**config.mk**
```make
export PLATFORM = sky130hd
export DESIGN_NAME = disc_bank_mapper
export DESIGN_NICKNAME = d
export VERILOG_FILES = /design/src/rtl/mapper_pkg.sv /design/src/rtl/wr_edge_fsm.sv /design/src/rtl/prg_reg_unit.sv /design/src/rtl/chr_reg_file.sv /design/src/rtl/disc_bank_mapper.sv
export SDC_FILE = /design/constraint.sdc
export NUM_CORES = 1
export LEC_CHECK = 0
export BUFFER_PORTS_ARGS = -buffer_cell sky130_fd_sc_hd__buf_4
export CAP_MARGIN = 10
export CELL_PAD_IN_SITES_DETAIL_PLACEMENT = 0
export CELL_PAD_IN_SITES_GLOBAL_PLACEMENT = 1
export CORE_AREA = 3 3 62 69
export CTS_CLUSTER_SIZE = 40
export DETAILED_ROUTE_END_ITERATION = 10
export DIE_AREA = 0 0 65 72
export MAX_ROUTING_LAYER = met4
export PLACE_DENSITY = 0.74
export SETUP_SLACK_MARGIN = 0.5
export SKIP_CTS_REPAIR_TIMING = 1
export SLEW_MARGIN = 20
export SYNTH_ARGS = -nofsm -noshare
export SYNTH_HDL_FRONTEND = slang
export SYNTH_SLANG_ARGS = --single-unit
export TNS_END_PERCENT = 1
```
**constraint.sdc**
```tcl
create_clock -name clk -period 2.1 [get_ports clk]
set_input_delay 0.105 -clock clk [delete_from_list [all_inputs] [get_ports clk]]
set_output_delay 0.105 -clock clk [all_outputs]
set_load 0.1 [all_outputs]
```
**src/rtl/mapper_pkg.sv**
```systemverilog
`timescale 1ns/1ps
package mapper_pkg;

    localparam int PRG_W_DEF  = 4;
    localparam int CHR_W_DEF  = 6;
    localparam int SLOT_N_DEF = 4;

    typedef enum logic {
        WS_IDLE = 1'b0,
        WS_HELD = 1'b1
    } wr_state_e;

    // slot index is the register address field plus one, wrapping
    function automatic logic [1:0] slot_of(input logic [1:0] field);
        return field + 2'd1;
    endfunction

endpackage

```
**src/rtl/wr_edge_fsm.sv**
```systemverilog
`timescale 1ns/1ps
module wr_edge_fsm
    import mapper_pkg::*;
(
    input  logic clk,
    input  logic rst_n,
    input  logic wr_in,
    output logic fire
);

    wr_state_e state_q;
    wr_state_e state_d;

    always_ff @(posedge clk or negedge rst_n) begin
        if (!rst_n) state_q <= WS_IDLE;
        else        state_q <= state_d;
    end

    always_comb begin
        state_d = state_q;
        unique case (state_q)
            WS_IDLE: if (wr_in)  state_d = WS_HELD;
            WS_HELD: if (!wr_in) state_d = WS_IDLE;
            default: state_d = WS_IDLE;
        endcase
    end

    always_comb begin
        fire = 1'b0;
        unique case (state_q)
            WS_IDLE: fire = wr_in;
            WS_HELD: fire = 1'b0;
            default: fire = 1'b0;
        endcase
    end

    // a strobe yields one pulse only
    p_one_pulse_r9: assert property (@(posedge clk) disable iff (!rst_n)
        fire |=> !fire);

endmodule

```
**src/rtl/prg_reg_unit.sv**
```systemverilog
`timescale 1ns/1ps
module prg_reg_unit #(
    parameter int PRG_W = mapper_pkg::PRG_W_DEF
) (
    input  logic             clk,
    input  logic             rst_n,
    input  logic             fire,
    input  logic [1:0]       addr_top,
    input  logic [PRG_W-1:0] bank_in,
    input  logic             mirror_in,
    output logic [PRG_W-1:0] prg_hi,
    output logic             mirror_h
);

    logic [PRG_W-1:0] bank_q;
    logic             mirror_q;
    logic             wr_sel;

    // bit 13 deliberately not decoded
    assign wr_sel = (addr_top == 2'b10);

    always_ff @(posedge clk or negedge rst_n) begin
        if (!rst_n) begin
            bank_q   <= '0;
            mirror_q <= 1'b0;
        end else if (fire && wr_sel) begin
            bank_q   <= bank_in;
            mirror_q <= mirror_in;
        end
    end

    always_comb begin
        prg_hi   = addr_top[0] ? {PRG_W{1'b1}} : bank_q;
        mirror_h = mirror_q;
    end

    // load takes the data field of the write cycle
    p_prg_load_r2: assert property (@(posedge clk) disable iff (!rst_n)
        (fire && wr_sel) |=> (bank_q == $past(bank_in)) && (mirror_q == $past(mirror_in)));

    // writes outside $8000-$BFFF leave the program register alone
    p_prg_hold_r8: assert property (@(posedge clk) disable iff (!rst_n)
        (fire && !wr_sel) |=> $stable(bank_q) && $stable(mirror_q));

endmodule

```
**src/rtl/chr_reg_file.sv**
```systemverilog
`timescale 1ns/1ps
module chr_reg_file
    import mapper_pkg::*;
#(
    parameter int CHR_W  = CHR_W_DEF,
    parameter int SLOT_N = SLOT_N_DEF
) (
    input  logic                      clk,
    input  logic                      rst_n,
    input  logic                      fire,
    input  logic [3:0]                region,
    input  logic [CHR_W-1:0]          bank_in,
    input  logic [$clog2(SLOT_N)-1:0] vid_sel,
    output logic [CHR_W-1:0]          chr_hi
);

    localparam int SLOT_W = $clog2(SLOT_N);

    logic [SLOT_N-1:0][CHR_W-1:0] bank_q;
    logic [SLOT_N-1:0]            hit;
    logic                         is_chr;
    logic [SLOT_W-1:0]            slot;

    assign is_chr = (region == 4'hB) || (region == 4'hC)
                 || (region == 4'hD) || (region == 4'hE);
    assign slot   = slot_of(region[1:0]);

    for (genvar i = 0; i < SLOT_N; i++) begin : g_hit
        assign hit[i] = fire && is_chr && (slot == SLOT_W'(i));
    end

    always_ff @(posedge clk or negedge rst_n) begin
        if (!rst_n) begin
            bank_q <= '0;
        end else begin
            for (int i = 0; i < SLOT_N; i++) begin
                if (hit[i]) bank_q[i] <= bank_in;
            end
        end
    end

    assign chr_hi = bank_q[vid_sel];

    // at most one slot written per pulse
    p_one_slot_r5: assert property (@(posedge clk) disable iff (!rst_n)
        $onehot0(hit));

    // top page never writes a character slot
    p_chr_top_quiet_r8: assert property (@(posedge clk) disable iff (!rst_n)
        (fire && region == 4'hF) |=> $stable(bank_q));

endmodule

```
**src/rtl/disc_bank_mapper.sv**
```systemverilog
`timescale 1ns/1ps
module disc_bank_mapper
    import mapper_pkg::*;
#(
    parameter int PRG_W = PRG_W_DEF,
    parameter int CHR_W = CHR_W_DEF
) (
    input  logic             clk,
    input  logic             rst_n,
    input  logic [15:0]      cpu_addr,
    input  logic [7:0]       cpu_data,
    input  logic             cpu_wr,
    input  logic [13:0]      ppu_addr,
    output logic [PRG_W-1:0] prg_hi,
    output logic [CHR_W-1:0] chr_hi,
    output logic             nt_page
);

    logic fire;
    logic mirror_h;
    logic unused_bits;

    assign unused_bits = ^{cpu_data[0], ppu_addr[13], cpu_addr[11:0]};

    wr_edge_fsm u_fsm (
        .clk   (clk),
        .rst_n (rst_n),
        .wr_in (cpu_wr),
        .fire  (fire)
    );

    prg_reg_unit #(.PRG_W(PRG_W)) u_prg (
        .clk       (clk),
        .rst_n     (rst_n),
        .fire      (fire),
        .addr_top  (cpu_addr[15:14]),
        .bank_in   (cpu_data[PRG_W:1]),
        .mirror_in (cpu_data[7]),
        .prg_hi    (prg_hi),
        .mirror_h  (mirror_h)
    );

    chr_reg_file #(.CHR_W(CHR_W), .SLOT_N(4)) u_chr (
        .clk     (clk),
        .rst_n   (rst_n),
        .fire    (fire),
        .region  (cpu_addr[15:12]),
        .bank_in (cpu_data[CHR_W:1]),
        .vid_sel (ppu_addr[12:11]),
        .chr_hi  (chr_hi)
    );

    assign nt_page = mirror_h ? ppu_addr[11] : ppu_addr[10];

    // reads of the upper quarter always see the last bank
    p_fixed_top_r3: assert property (@(posedge clk) disable iff (!rst_n)
        (cpu_addr[15:14] == 2'b11) |-> (prg_hi == {PRG_W{1'b1}}));

endmodule

```
After elaboration in Yosys (flattened, before gate mapping) --
Index checks and enable logic that the tools add are counted.
Storage, ports and cells: register bits 30, logic and storage cells 34, output and inout bits 11, input port bits 41
Operators by class: magnitude comparators 1, add/subtract/negate cells 1, bitwise operators 1, muxes and demuxes 6, reductions and logical operators 10, equality and inequality tests 8
Operator list (number):
- == test 4 bit (second input constant) | 4
- binary-select mux 6 bit (select 2 bit) | 1
- == test 2 bit (second input constant) | 3
- logical AND 1 bit | 6
- 2-to-1 mux 6 bit | 1
- 2-to-1 mux 4 bit | 1
- logical OR 1 bit | 3
- < comparator 2 x 3 -> 1 bit (second input constant) | 1
- adder 2 x 1 -> 2 bit (second input constant) | 1
- == test 2 x 1 -> 1 bit (second input constant) | 1
- zero test 2 bit | 1
- 2-to-1 mux 1 bit | 2
- case mux 1 bit (2 select lines) | 1
- inverter 1 bit | 1

Longest topological paths before layout --
depth in word-level cells 6, mapped depth 5, gate-level depth less buffers 3

By module --
From an unflattened synthesis, not the netlist that was laid out.
Unflattened totals: cell total of the unflattened synthesis 81, area total of the unflattened synthesis 1398.8 sq um
Modules (own cells, without submodules):
- chr_reg_file | seq. area each 600.6 sq um, area each 1099.8 sq um, cells each 63, times used 1
- prg_reg_unit | seq. area each 125.1 sq um, area each 245.2 sq um, cells each 15, times used 1
- wr_edge_fsm | seq. area each 25.0 sq um, area each 38.8 sq um, cells each 2, times used 1
- disc_bank_mapper | seq. area each 0.0 sq um, area each 15.0 sq um, cells each 1, times used 1

Least setup slack after synthesis --
OpenSTA, ideal clock, no wires.
kind reg-to-reg, start point reg u_fsm.state_q, end point reg u_chr.bank_q[0] (netlist bit), buffers on the path 2, data required time 1.975 ns, cell stages (with the launch flop) 6, data arrival time 1.359 ns, setup time 0.125 ns, clock period less this slack 1.484 ns, path slack 0.616 ns, cells stage by stage dfrtp_1 nor4bb_1 buf_2 and3_1 buf_4 mux2_2
On the way: word-level cells in the longest chain between the ends 4
RTL lines:
- from (decl) | line wr_edge_fsm.sv:11 | wr_state_e state_q;
- from (signal assigned) | line wr_edge_fsm.sv:16 | else state_q <= state_d;
- inverter 1 bit | line wr_edge_fsm.sv:30 | unique case (state_q)
- case mux 1 bit (2 select lines) * | line wr_edge_fsm.sv:30
- logical AND 1 bit * (2 in a row) | line chr_reg_file.sv:29 | assign hit[i] = fire && is_chr && (slot == SLOT_W'(i));
- to (signal, indexed assignment) | line chr_reg_file.sv:37 | if (hit[i]) bank_q[i] <= bank_in;
- to (decl) | line chr_reg_file.sv:19 | logic [SLOT_N-1:0][CHR_W-1:0] bank_q;
Every way passes the cells marked *; elsewhere a longest branch is shown, timed or not. A chain may end at the register's enable or synchronous reset.

Worst setup path after layout --
Ends and elaborated chain as after synthesis.

==> results.ini <==
[route]
viasPerCell=4.86
vias=807
drc=0
routedWlPerCell_um=15.4
antenna_left=0
first_pass_iters=4
drtIter0Drc=19
totalWireLength_mm=2.55

[yosys]
synth_xor_area_share_pct=0
syn_avg_cell_area_um2=17.0
synthTopCellsByArea=dfrtp_1, mux2_2, mux4_2, mux2_4, nor3b_2
synth-adder-area-share_pct=0
synth_area_um2=1360
synth-edff-count=0
synthMuxAreaShare_pct=36.4
syn_inst=80
synth_top_family_by_area=multiplexers
yosys.area_share.simple_pct=6.43
synth_top_cell_area_share_pct=55.1
seq_area_frac_synth_pct=55.1
yosys_warnings=0
synthArstFlopShare_pct=100
synth.distinct_cells=13
synth_compound_area_share_pct=0
synth_nets=121
ys_ff_latch=30
yosys.area.top_type=dfrtp_1
synthFlopType=dfrtp_1

[layout]
fin_nets=156
finalNonFillerCells=166
most-common-layout-cells=buf_4, dfrtp_1, mux2_2
final_area_um2=1740
antenna_cells=0
drive_above_1_share_pct=70.7
synthToLayoutAreaGrowth_pct=27.6

[setup_path]
setup.worst_path.end_class=flop
crit_required_ns=2.26
rr_worst_depth=3
regToRegSetupSlack_ns=0.56
reg2reg_from=u_fsm.state_q$_DFF_PN0_
cp.arrival_ns=1.71
path_class=reg -> reg
r2r_end=u_chr.bank_q[0]$_DFFE_PN0P_
worst-path-max-fanout=6
critPathLaunchType=flop

[sta]
setup_tns_ns=0
setup_viol=0
finalMaxSlewViolations=0
worst_pin_slew_ns=0.376
finClkSkew_ns=0.00637
holdWs_ns=0.0561
fmax_mhz=647
rsz0062_at_grt=yes
finalHoldViolCount=0
slew_headroom_pct=74.9
period_share_pct=73.6
fin_crit_ns=1.54

[pwr]
total_power_mw=1.83
p_int_mw=1.18
max-vdd-ir-drop_v=0.000413
switching_share_pct=35.6
pwr-share-clk_pct=25.5
powerDensity_nw_per_um2=1050
leakage_nw=0.814
power_switching_mw=0.650
p_comb_share_pct=33.6
seqPwrFrac_pct=40.9

[clocking]
clk_latency_ns=0.28
tritoncts=yes
cts-htree-levels=2
cts.sinks=30
cts.path.max_buffers=2
clk_pin_slew_worst_paths_ns=0.06
cts_root_buf=clkbuf_8
numCtsBuffers=5

[place]
placed_cells=156
hpwl_mm=1.78
port_buffers=27
place_area_um2=1620
gp_congestion=0.623

[global_routing]
grt.total_usage_pct=12.8
antenna_found_initial=0
grt_pass1_vias=836
grt_remaining_overflow=0
grt_max_degree=31
grt_pass1_wl_mm=4.19

[die]
initial_utilization_pct=37.3
io_pins=52
die_w_um=65
core_area_um2=3650
row_count=23
die_h_um=72
dieArea_um2=4680

[hold_path]
hold_path.class=in -> reg
min_to=u_prg.mirror_h$_DFFE_PN0P_
min_from=cpu_data[7]
hold_depth=2

[run_status]
outcome=finished clean

[flow_run]
cap_violations=0

==> power by group through the flow <==
stage	Sequential (mW)	Clock [mW]	Combinational, mW
after global placement	0.748	0	0.610
final	0.747	0.466	0.615
after CTS	0.747	0.490	0.618
after detailed placement	0.756	0	0.616
after global routing	0.759	0.518	0.642
after floorplan	0.737	0	0.501
==> final cells by class <==
cell class | count | area [um2]
fillers | 336 | 1920
clock inverters | 1 | 5.00
well taps | 50 | 62.6
flip-flops and latches | 30 | 751
clock buffers | 7 | 86.3
multi-input cells | 46 | 589
repair buffers | 32 | 245
==> layer usage <==
layer / GRT usage, % / wire, um / up-vias
li1: - / - / 364
met1: 15.1 / 1140 / 416
met2: 18.9 / 1220 / 22
met3: 5.42 / 135 / 5
met4: 6.34 / 55 / 0
met5: - / 0 / -
==> sequential cells by signal, summed over array words and instances, names as in the netlist <==
register / count
u_chr.bank_q: 24
u_fsm.state_q: 1
u_prg.bank_q: 4
u_prg.mirror_h: 1
==> how the worst max path moves through the flow <==
stage          slack [ns]  depth (start not counted)                     endpoint               startpoint
5_1_grt              0.44                          3  u_chr.bank_q[1]$_DFFE_PN0P_  u_fsm.state_q$_DFF_PN0_
6_report             0.56                          3  u_chr.bank_q[0]$_DFFE_PN0P_  u_fsm.state_q$_DFF_PN0_
4_1_cts              0.45                          3  u_chr.bank_q[5]$_DFFE_PN0P_  u_fsm.state_q$_DFF_PN0_
3_5_place_dp         0.46                          3  u_chr.bank_q[5]$_DFFE_PN0P_  u_fsm.state_q$_DFF_PN0_
3_3_place_gp         0.49                          3  u_chr.bank_q[8]$_DFFE_PN0P_  u_fsm.state_q$_DFF_PN0_
2_1_floorplan        0.62                          5  u_chr.bank_q[0]$_DFFE_PN0P_  u_fsm.state_q$_DFF_PN0_
==> critical path, cell delays in order (launching register included) <==
cell and delay (ns):
dfrtp_1 0.37, nor4bb_1 0.34, and3_2 0.36, mux2_2 0.35
==> synthesized netlist by cell type, types with 2 or more instances <==
cell type,n
buf_2,2
nor3b_2,2
mux2_4,6
dfrtp_1,30
mux2_2,24
or2_2,4
mux4_2,6
==> logic make-up (layout without fill, tap and decap cells) <==
logic type / after synthesis / in the layout
multiplexers: 36 / 36
AND/OR/NAND/NOR: 10 / 10
flip-flops: 30 / 30
buffers and inverters: 4 / 40
==> through the flow <==
| stage | setup slack, ns | util, % |
|---|---|---|
| 2_1_floorplan | 0.616 | - |
| 3_3_place_gp | 0.487 | 44.4 |
| 3_5_place_dp | 0.458 | 44.4 |
| 4_1_cts | 0.449 | 46.9 |
| 5_1_grt | 0.442 | 47.6 |
| 6_report | 0.555 | 47.6 |
Power figures use the tool's default switching activity.
